`src/rtl/dxl_pkg.sv`:
```
package dxl_pkg;
  localparam int EA_W     = 32;
  localparam int OFF_W    = 12;
  localparam int PN_W     = EA_W - OFF_W;
  localparam int CTRL_W   = 32;
  localparam int CB_DOFF  = 16;
  localparam int CB_W     = 19;
  localparam int CB_I     = 20;
  localparam int CB_M     = 21;
  localparam int CB_G     = 22;
  localparam int CB_E     = 23;
  localparam logic [CTRL_W-1:0] CTRL_RSVD = 32'h1F06_0000;

  typedef struct packed {
    logic            valid;
    logic [PN_W-1:0] epn;
    logic [PN_W-1:0] rpn;
    logic [4:0]      wimge;
    logic            sr;
    logic            sw;
    logic            ur;
    logic            uw;
  } tlb_ent_t;

  localparam int ENT_W = $bits(tlb_ent_t);

  typedef struct packed {
    logic [EA_W-1:0] pa;
    logic [4:0]      wimge;
    logic            perm_ok;
    logic            miss;
    logic            prot;
    logic            bypass;
  } xl_res_t;
endpackage

```
`src/rtl/dxl_lookup.sv`:
```
module dxl_lookup
  import dxl_pkg::*;
#(
  parameter int NUM_ENT = 8
) (
  input  logic [PN_W-1:0] epn_i,
  input  tlb_ent_t        ents_i [NUM_ENT],
  output logic            hit_o,
  output tlb_ent_t        hit_ent_o
);
  logic [NUM_ENT-1:0] match;

  for (genvar gi = 0; gi < NUM_ENT; gi++) begin : g_cmp
    assign match[gi] = ents_i[gi].valid && (ents_i[gi].epn == epn_i);
  end

  // lowest index wins
  always_comb begin
    hit_o     = 1'b0;
    hit_ent_o = '0;
    for (int i = NUM_ENT - 1; i >= 0; i--) begin
      if (match[i]) begin
        hit_o     = 1'b1;
        hit_ent_o = ents_i[i];
      end
    end
  end
endmodule

```
`src/rtl/dxl_perm.sv`:
```
module dxl_perm
  import dxl_pkg::*;
(
  input  tlb_ent_t ent_i,
  input  logic     write_i,
  input  logic     user_i,
  output logic     allow_o
);
  always_comb begin
    unique case ({user_i, write_i})
      2'b00:   allow_o = ent_i.sr;
      2'b01:   allow_o = ent_i.sw;
      2'b10:   allow_o = ent_i.ur;
      default: allow_o = ent_i.uw;
    endcase
  end
endmodule

```
`src/rtl/dxl_resp.sv`:
```
module dxl_resp
  import dxl_pkg::*;
(
  input  logic            clk_i,
  input  logic            rst_ni,
  input  logic            req_valid_i,
  input  logic            bypass_i,
  input  logic [EA_W-1:0] ea_i,
  input  logic [4:0]      attr_i,
  input  logic            hit_i,
  input  tlb_ent_t        hit_ent_i,
  input  logic            allow_i,
  output logic            rsp_valid_o,
  output xl_res_t         res_o
);
  xl_res_t nxt;

  always_comb begin
    nxt = '0;
    if (bypass_i) begin
      nxt.pa      = ea_i;
      nxt.wimge   = attr_i;
      nxt.perm_ok = 1'b1;
      nxt.bypass  = 1'b1;
    end else if (hit_i) begin
      nxt.pa      = {hit_ent_i.rpn, ea_i[OFF_W-1:0]};
      nxt.wimge   = hit_ent_i.wimge;
      nxt.perm_ok = allow_i;
      nxt.prot    = !allow_i;
    end else begin
      nxt.miss    = 1'b1;
    end
  end

  always_ff @(posedge clk_i or negedge rst_ni) begin
    if (!rst_ni) begin
      rsp_valid_o <= 1'b0;
      res_o       <= '0;
    end else begin
      rsp_valid_o <= req_valid_i;
      if (req_valid_i) begin
        res_o <= nxt;
      end else begin
        res_o.miss <= 1'b0;
        res_o.prot <= 1'b0;
      end
    end
  end
endmodule

```
`src/rtl/dxlate_unit.sv`:
```
module dxlate_unit
  import dxl_pkg::*;
#(
  parameter int NUM_ENT = 8
) (
  input  logic                     clk_i,
  input  logic                     rst_ni,
  input  logic                     req_valid_i,
  input  logic [EA_W-1:0]          req_ea_i,
  input  logic                     req_write_i,
  input  logic                     req_user_i,
  input  logic                     dbg_session_i,
  input  logic [CTRL_W-1:0]        ctrl_i,
  input  logic [NUM_ENT*ENT_W-1:0] tlb_entries_i,
  input  logic                     ext_err_i,
  output logic [CTRL_W-1:0]        ctrl_view_o,
  output logic                     rsp_valid_o,
  output logic [EA_W-1:0]          pa_o,
  output logic [4:0]               wimge_o,
  output logic                     perm_ok_o,
  output logic                     miss_o,
  output logic                     prot_o,
  output logic                     bypass_o,
  output logic                     bus_err_o
);
  tlb_ent_t ents [NUM_ENT];
  tlb_ent_t hit_ent;
  logic     hit, allow, bypass;
  logic [4:0] attr;
  xl_res_t  res;

  for (genvar gi = 0; gi < NUM_ENT; gi++) begin : g_unpack
    assign ents[gi] = tlb_ent_t'(tlb_entries_i[gi*ENT_W +: ENT_W]);
  end

  assign bypass = dbg_session_i && ctrl_i[CB_DOFF];
  assign attr   = {ctrl_i[CB_W], ctrl_i[CB_I], ctrl_i[CB_M], ctrl_i[CB_G], ctrl_i[CB_E]};

  dxl_lookup #(.NUM_ENT(NUM_ENT)) i_lookup (
    .epn_i     (req_ea_i[EA_W-1:OFF_W]),
    .ents_i    (ents),
    .hit_o     (hit),
    .hit_ent_o (hit_ent)
  );

  dxl_perm i_perm (
    .ent_i   (hit_ent),
    .write_i (req_write_i),
    .user_i  (req_user_i),
    .allow_o (allow)
  );

  dxl_resp i_resp (
    .clk_i       (clk_i),
    .rst_ni      (rst_ni),
    .req_valid_i (req_valid_i),
    .bypass_i    (bypass),
    .ea_i        (req_ea_i),
    .attr_i      (attr),
    .hit_i       (hit),
    .hit_ent_i   (hit_ent),
    .allow_i     (allow),
    .rsp_valid_o (rsp_valid_o),
    .res_o       (res)
  );

  assign pa_o        = res.pa;
  assign wimge_o     = res.wimge;
  assign perm_ok_o   = res.perm_ok;
  assign miss_o      = res.miss;
  assign prot_o      = res.prot;
  assign bypass_o    = res.bypass;
  assign ctrl_view_o = ctrl_i & ~CTRL_RSVD;
  assign bus_err_o   = ext_err_i;
endmodule

```
`config.mk`:
```
export PLATFORM = sky130hd
export DESIGN_NAME = dxlate_unit
export DESIGN_NICKNAME = d
export VERILOG_FILES = /design/src/rtl/dxl_pkg.sv /design/src/rtl/dxl_lookup.sv /design/src/rtl/dxl_perm.sv /design/src/rtl/dxl_resp.sv /design/src/rtl/dxlate_unit.sv
export SDC_FILE = /design/constraint.sdc
export NUM_CORES = 1
export LEC_CHECK = 0
export BUFFER_PORTS_ARGS = -buffer_cell sky130_fd_sc_hd__buf_4
export CAP_MARGIN = 20
export CELL_PAD_IN_SITES_DETAIL_PLACEMENT = 1
export CELL_PAD_IN_SITES_GLOBAL_PLACEMENT = 1
export CORE_AREA = 2 2 211 213
export CTS_BUF_LIST = sky130_fd_sc_hd__clkbuf_2 sky130_fd_sc_hd__clkbuf_4 sky130_fd_sc_hd__clkbuf_8
export CTS_CLUSTER_DIAMETER = 200
export DETAILED_ROUTE_END_ITERATION = 16
export DIE_AREA = 0 0 213 215
export PLACE_DENSITY = 0.54
export SLEW_MARGIN = 25
export SYNTH_ARGS = -nofsm -noshare
export SYNTH_HDL_FRONTEND = slang
export SYNTH_SLANG_ARGS = --single-unit
```
`constraint.sdc`:
```
create_clock -name clk_i -period 2.35 [get_ports clk_i]
set_input_delay 0.3525 -clock clk_i [delete_from_list [all_inputs] [get_ports clk_i]]
set_output_delay 0.3525 -clock clk_i [all_outputs]
set_load 0.02 [all_outputs]
```
==> results by group <==
Status
  – Outcome: finished with violations
  – Failing checks: setup timing

Floorplanning
  – Standard-cell rows: 77
  – Die area: 0.0458 mm2
  – Placeable Area: about 0.044 mm2
  – Horizontal extent of the die: approximately 210 um
  – Die Ht: roughly 220 um
  – Starting density of the core: 0.139
  – I/O pin count: around 550

Placement
  – Cell area reported after detailed placement: approximately 0.011 mm2
  – DP Wirelength: ~38 mm
  – Quantity of I/O buffers inserted on ports: approximately 500
  – Routability Congestion: approximately 0.88
  – Place WS: -1.13 ns

Cells and area
  – Sequential cell area in the final layout: between 0.001 and 0.0015 mm2
  – Post-layout nets: roughly 1800
  – Fraction of layout cells with a size suffix above 1: 0.572
  – Most frequent cells in the layout: 564 x sky130_fd_sc_hd__buf_4, 75 x sky130_fd_sc_hd__xnor2_1, 57 x sky130_fd_sc_hd__nor2_1
  – Combined area of the multi-input logic cells: 0.00516 mm2
  – Number of fill cells in the layout: 5207
  – Synthesis-to-layout area growth: 102%
  – Most common cell after layout, fill and taps aside: sky130_fd_sc_hd__buf_4
  – Final instance area: about 0.012 mm2

Pwr
  – Worst vdd rail ir drop: approximately 0.17 mV
  – Power density over the cells: 248 mW/mm2
  – Static Leak: 0.00557 uW

Global route
  – Antenna violations before repair: 3
  – Overall track demand over capacity in global routing: 0.189
  – Total congestion overflow after global routing: 0
  – Global-route wire length before repair: roughly 62 mm
  – Largest net degree at the start of global routing: between 60 and 70
  – Number of global-route vias before repair: roughly 9000

Synth
  – Dominant register cell in the synthesized netlist: sky130_fd_sc_hd__dfrtp_1
  – Ys async rst share: 1.00
  – Mapped Avg Cell Area: 7.71 um2
  – Distinct cells, synth: 53
  – Warning count from the yosys run: 0
  – Netlist Area Pre-Place: a little over 0.006 mm2
  – Yosys reg bits: 42
  – Sequential-to-total area share from yosys stat: 0.174
  – Number of enable-type register cells in the synthesized netlist: 0
  – Post-Syn Instances: just under 800

Timing
  – Clock tree skew after final layout: 0 ns
  – Unrepaired setup endpoints after global routing: yes
  – Portion of the clock cycle consumed by the worst path in the final layout: 1.09
  – Post-layout worst setup margin: -0.209 ns
  – Total of endpoints with negative setup slack in the final report: 39
  – Final hold viol count: 0
  – Transition time of the tightest slew-check pin: roughly 0.67 ns
  – Final critical delay including setup and external delays: around 2.6 ns
  – Max_slew headroom: 0.557
  – Max Fclk: slightly below 400 MHz
  – Pins over their slew limit: 0

Detailed routing
  – Total wire length after detailed routing: between 40 and 50 mm
  – Detailed-router iteration count before antenna repair: 4
  – Avg Vias per Cell: 4.22
  – DR DRC count: 0
  – Antenna Violating Nets Remaining: 0
  – Starting DRT DRC Count: 230
  – Average routed wire per standard cell: between 20 and 25 um
  – Total number of vias: 8063

Clocking
  – Maximum level of the CTS H-tree: 2
  – Reg clk slew, reported paths: 0.11 ns
  – Clk Latency, worst-skew pair: between 0.3 and 0.4 ns
  – CTS tree: yes
  – Cell at the root of the clock tree: sky130_fd_sc_hd__clkbuf_8
  – Number of clock sinks seen by CTS: 42
  – Cts hold-fix bufs: 0
  – CTS buffer count: 5
  – Clock Path Buffers: 2

Worst setup path
  – Endpoint of the worst register-to-register path: i_resp.res_o[37]
  – Flop2flop setup slack: about 1.4 ns
  – Arrival time reported for the critical path endpoint: approximately 2.9 ns
  – Data required, critical path: 2.64 ns
  – R2R cell count: 3
  – End point of the critical path: i_resp.res_o[36]
  – Crit. Startpoint: req_ea_i[14]
  – Worst reg2reg path startpoint: i_resp.res_o[37]
  – Largest driver fanout on the critical path: 7
  – Type of the worst setup path: primary input to register
  – CP endpoint kind: register
  – Sort of element at the start of the critical path: primary input

Worst hold path
  – Worst min-delay path category: primary input to async pin

Flow run
  – Total of max-cap violations: 0
[per-layer routing]
layer	GRT usage	routed length, um
met4	0.0382	1010
met5	0	26
met1	0.217	17500
met3	0.0424	2850
met2	0.355	23400
[worst max-delay path, cell delays in order]
cell and delay [ns]:
sky130_fd_sc_hd__buf_4 0.14, sky130_fd_sc_hd__xnor2_2 0.16, sky130_fd_sc_hd__nand4_1 0.17, sky130_fd_sc_hd__or4_4 0.52, sky130_fd_sc_hd__or2_4 0.28, sky130_fd_sc_hd__nand2b_4 0.07, sky130_fd_sc_hd__or4b_4 0.12, sky130_fd_sc_hd__or3b_4 0.40
sky130_fd_sc_hd__buf_12 0.17, sky130_fd_sc_hd__buf_6 0.12, sky130_fd_sc_hd__a211oi_4 0.20, sky130_fd_sc_hd__a211o_1 0.12
[worst min-delay path by stage]
stage / to / depth (start not counted)
2_1_floorplan: i_resp.res_o[0] / 0
5_1_grt: i_resp.res_o[9] / 1
6_report: i_resp.res_o[9] / 1
4_1_cts: i_resp.res_o[9] / 1
3_3_place_gp: i_resp.res_o[9] / 1
3_5_place_dp: i_resp.res_o[9] / 1
[what timing repair did]
item / 4_1_cts / 5_1_grt
pin swaps: 50 / 58
gates resized for setup: 109 / 65
setup endpoints to repair: 39 / 39
buffers inserted: 14 / 9
cloned: 2 / 0
[synthesized netlist by cell type, types with 9 or more instances]
master | count | area share
sky130_fd_sc_hd__nor2_1 | 59 | 0.037
sky130_fd_sc_hd__a22o_1 | 26 | 0.038
sky130_fd_sc_hd__a211o_1 | 26 | 0.038
sky130_fd_sc_hd__nor4_1 | 12 | 0.012
sky130_fd_sc_hd__a211oi_2 | 20 | 0.041
sky130_fd_sc_hd__o21ai_0 | 65 | 0.054
sky130_fd_sc_hd__a31oi_1 | 26 | 0.027
sky130_fd_sc_hd__buf_4 | 47 | 0.058
sky130_fd_sc_hd__nand2_1 | 58 | 0.036
sky130_fd_sc_hd__xor2_1 | 42 | 0.061
sky130_fd_sc_hd__mux2i_1 | 26 | 0.043
sky130_fd_sc_hd__inv_1 | 15 | 0.0093
sky130_fd_sc_hd__dfrtp_1 | 42 | 0.17
sky130_fd_sc_hd__xnor2_1 | 116 | 0.17
sky130_fd_sc_hd__and3_1 | 9 | 0.0093
sky130_fd_sc_hd__nand3_1 | 40 | 0.033
sky130_fd_sc_hd__clkbuf_1 | 40 | 0.025
sky130_fd_sc_hd__nand4_1 | 22 | 0.023
sky130_fd_sc_hd__nor3_1 | 30 | 0.025
sky130_fd_sc_hd__buf_6 | 9 | 0.017
[power by group]
part           leakage [uW]  switching, uW  internal, uW
clock network     0.0000467            357           222
logic               0.00500            695           944
registers          0.000530           37.8           776
total               0.00557           1090          1940
[registers in the layout, indices dropped and copies added (netlist names)]
signal and count:
i_resp.rsp_valid_o 1, i_resp.res_o 41
[kinds of logic after synthesis]
logic type / after synthesis / synth area share
multiplexers: 27 / 0.0449
flip-flops: 42 / 0.174
other: 1 / 0.000620
buffers and inverters: 116 / 0.113
XOR/XNOR: 158 / 0.229
AO/OA/AOI/OAI: 191 / 0.235
AND/OR/NAND/NOR: 250 / 0.205
[layout make-up]
| type | count | area share |
|---|---|---|
| inverters | 15 | 0.00461 |
| well taps | 592 | 0.0607 |
| clock buffers | 5 | 0.00564 |
| clock inverters | 3 | 0.00225 |
| flip-flops and latches | 42 | 0.0861 |
| repair buffers | 621 | 0.418 |
| multi-input cells | 633 | 0.423 |
| diodes | 1 | 0.000205 |
[stage by stage]
step | hold WS (ns) | cells | utilization | TNS, ns | total power (uW)
5_1_grt | 0.0499 | 1912 | 0.280 | -6.73 | 3230
4_1_cts | 0.0363 | 1907 | 0.272 | -3.94 | 3030
3_5_place_dp | 0.428 | 1889 | 0.253 | -31.36 | 2340
6_report | 0.0382 | 1912 | 0.280 | -4.95 | 3030
3_3_place_gp | 0.420 | 1889 | 0.253 | -28.14 | 2320
2_1_floorplan | 0.0569 | 791 | - | -7.06 | 1440
(Power assumes the default switching activity.)
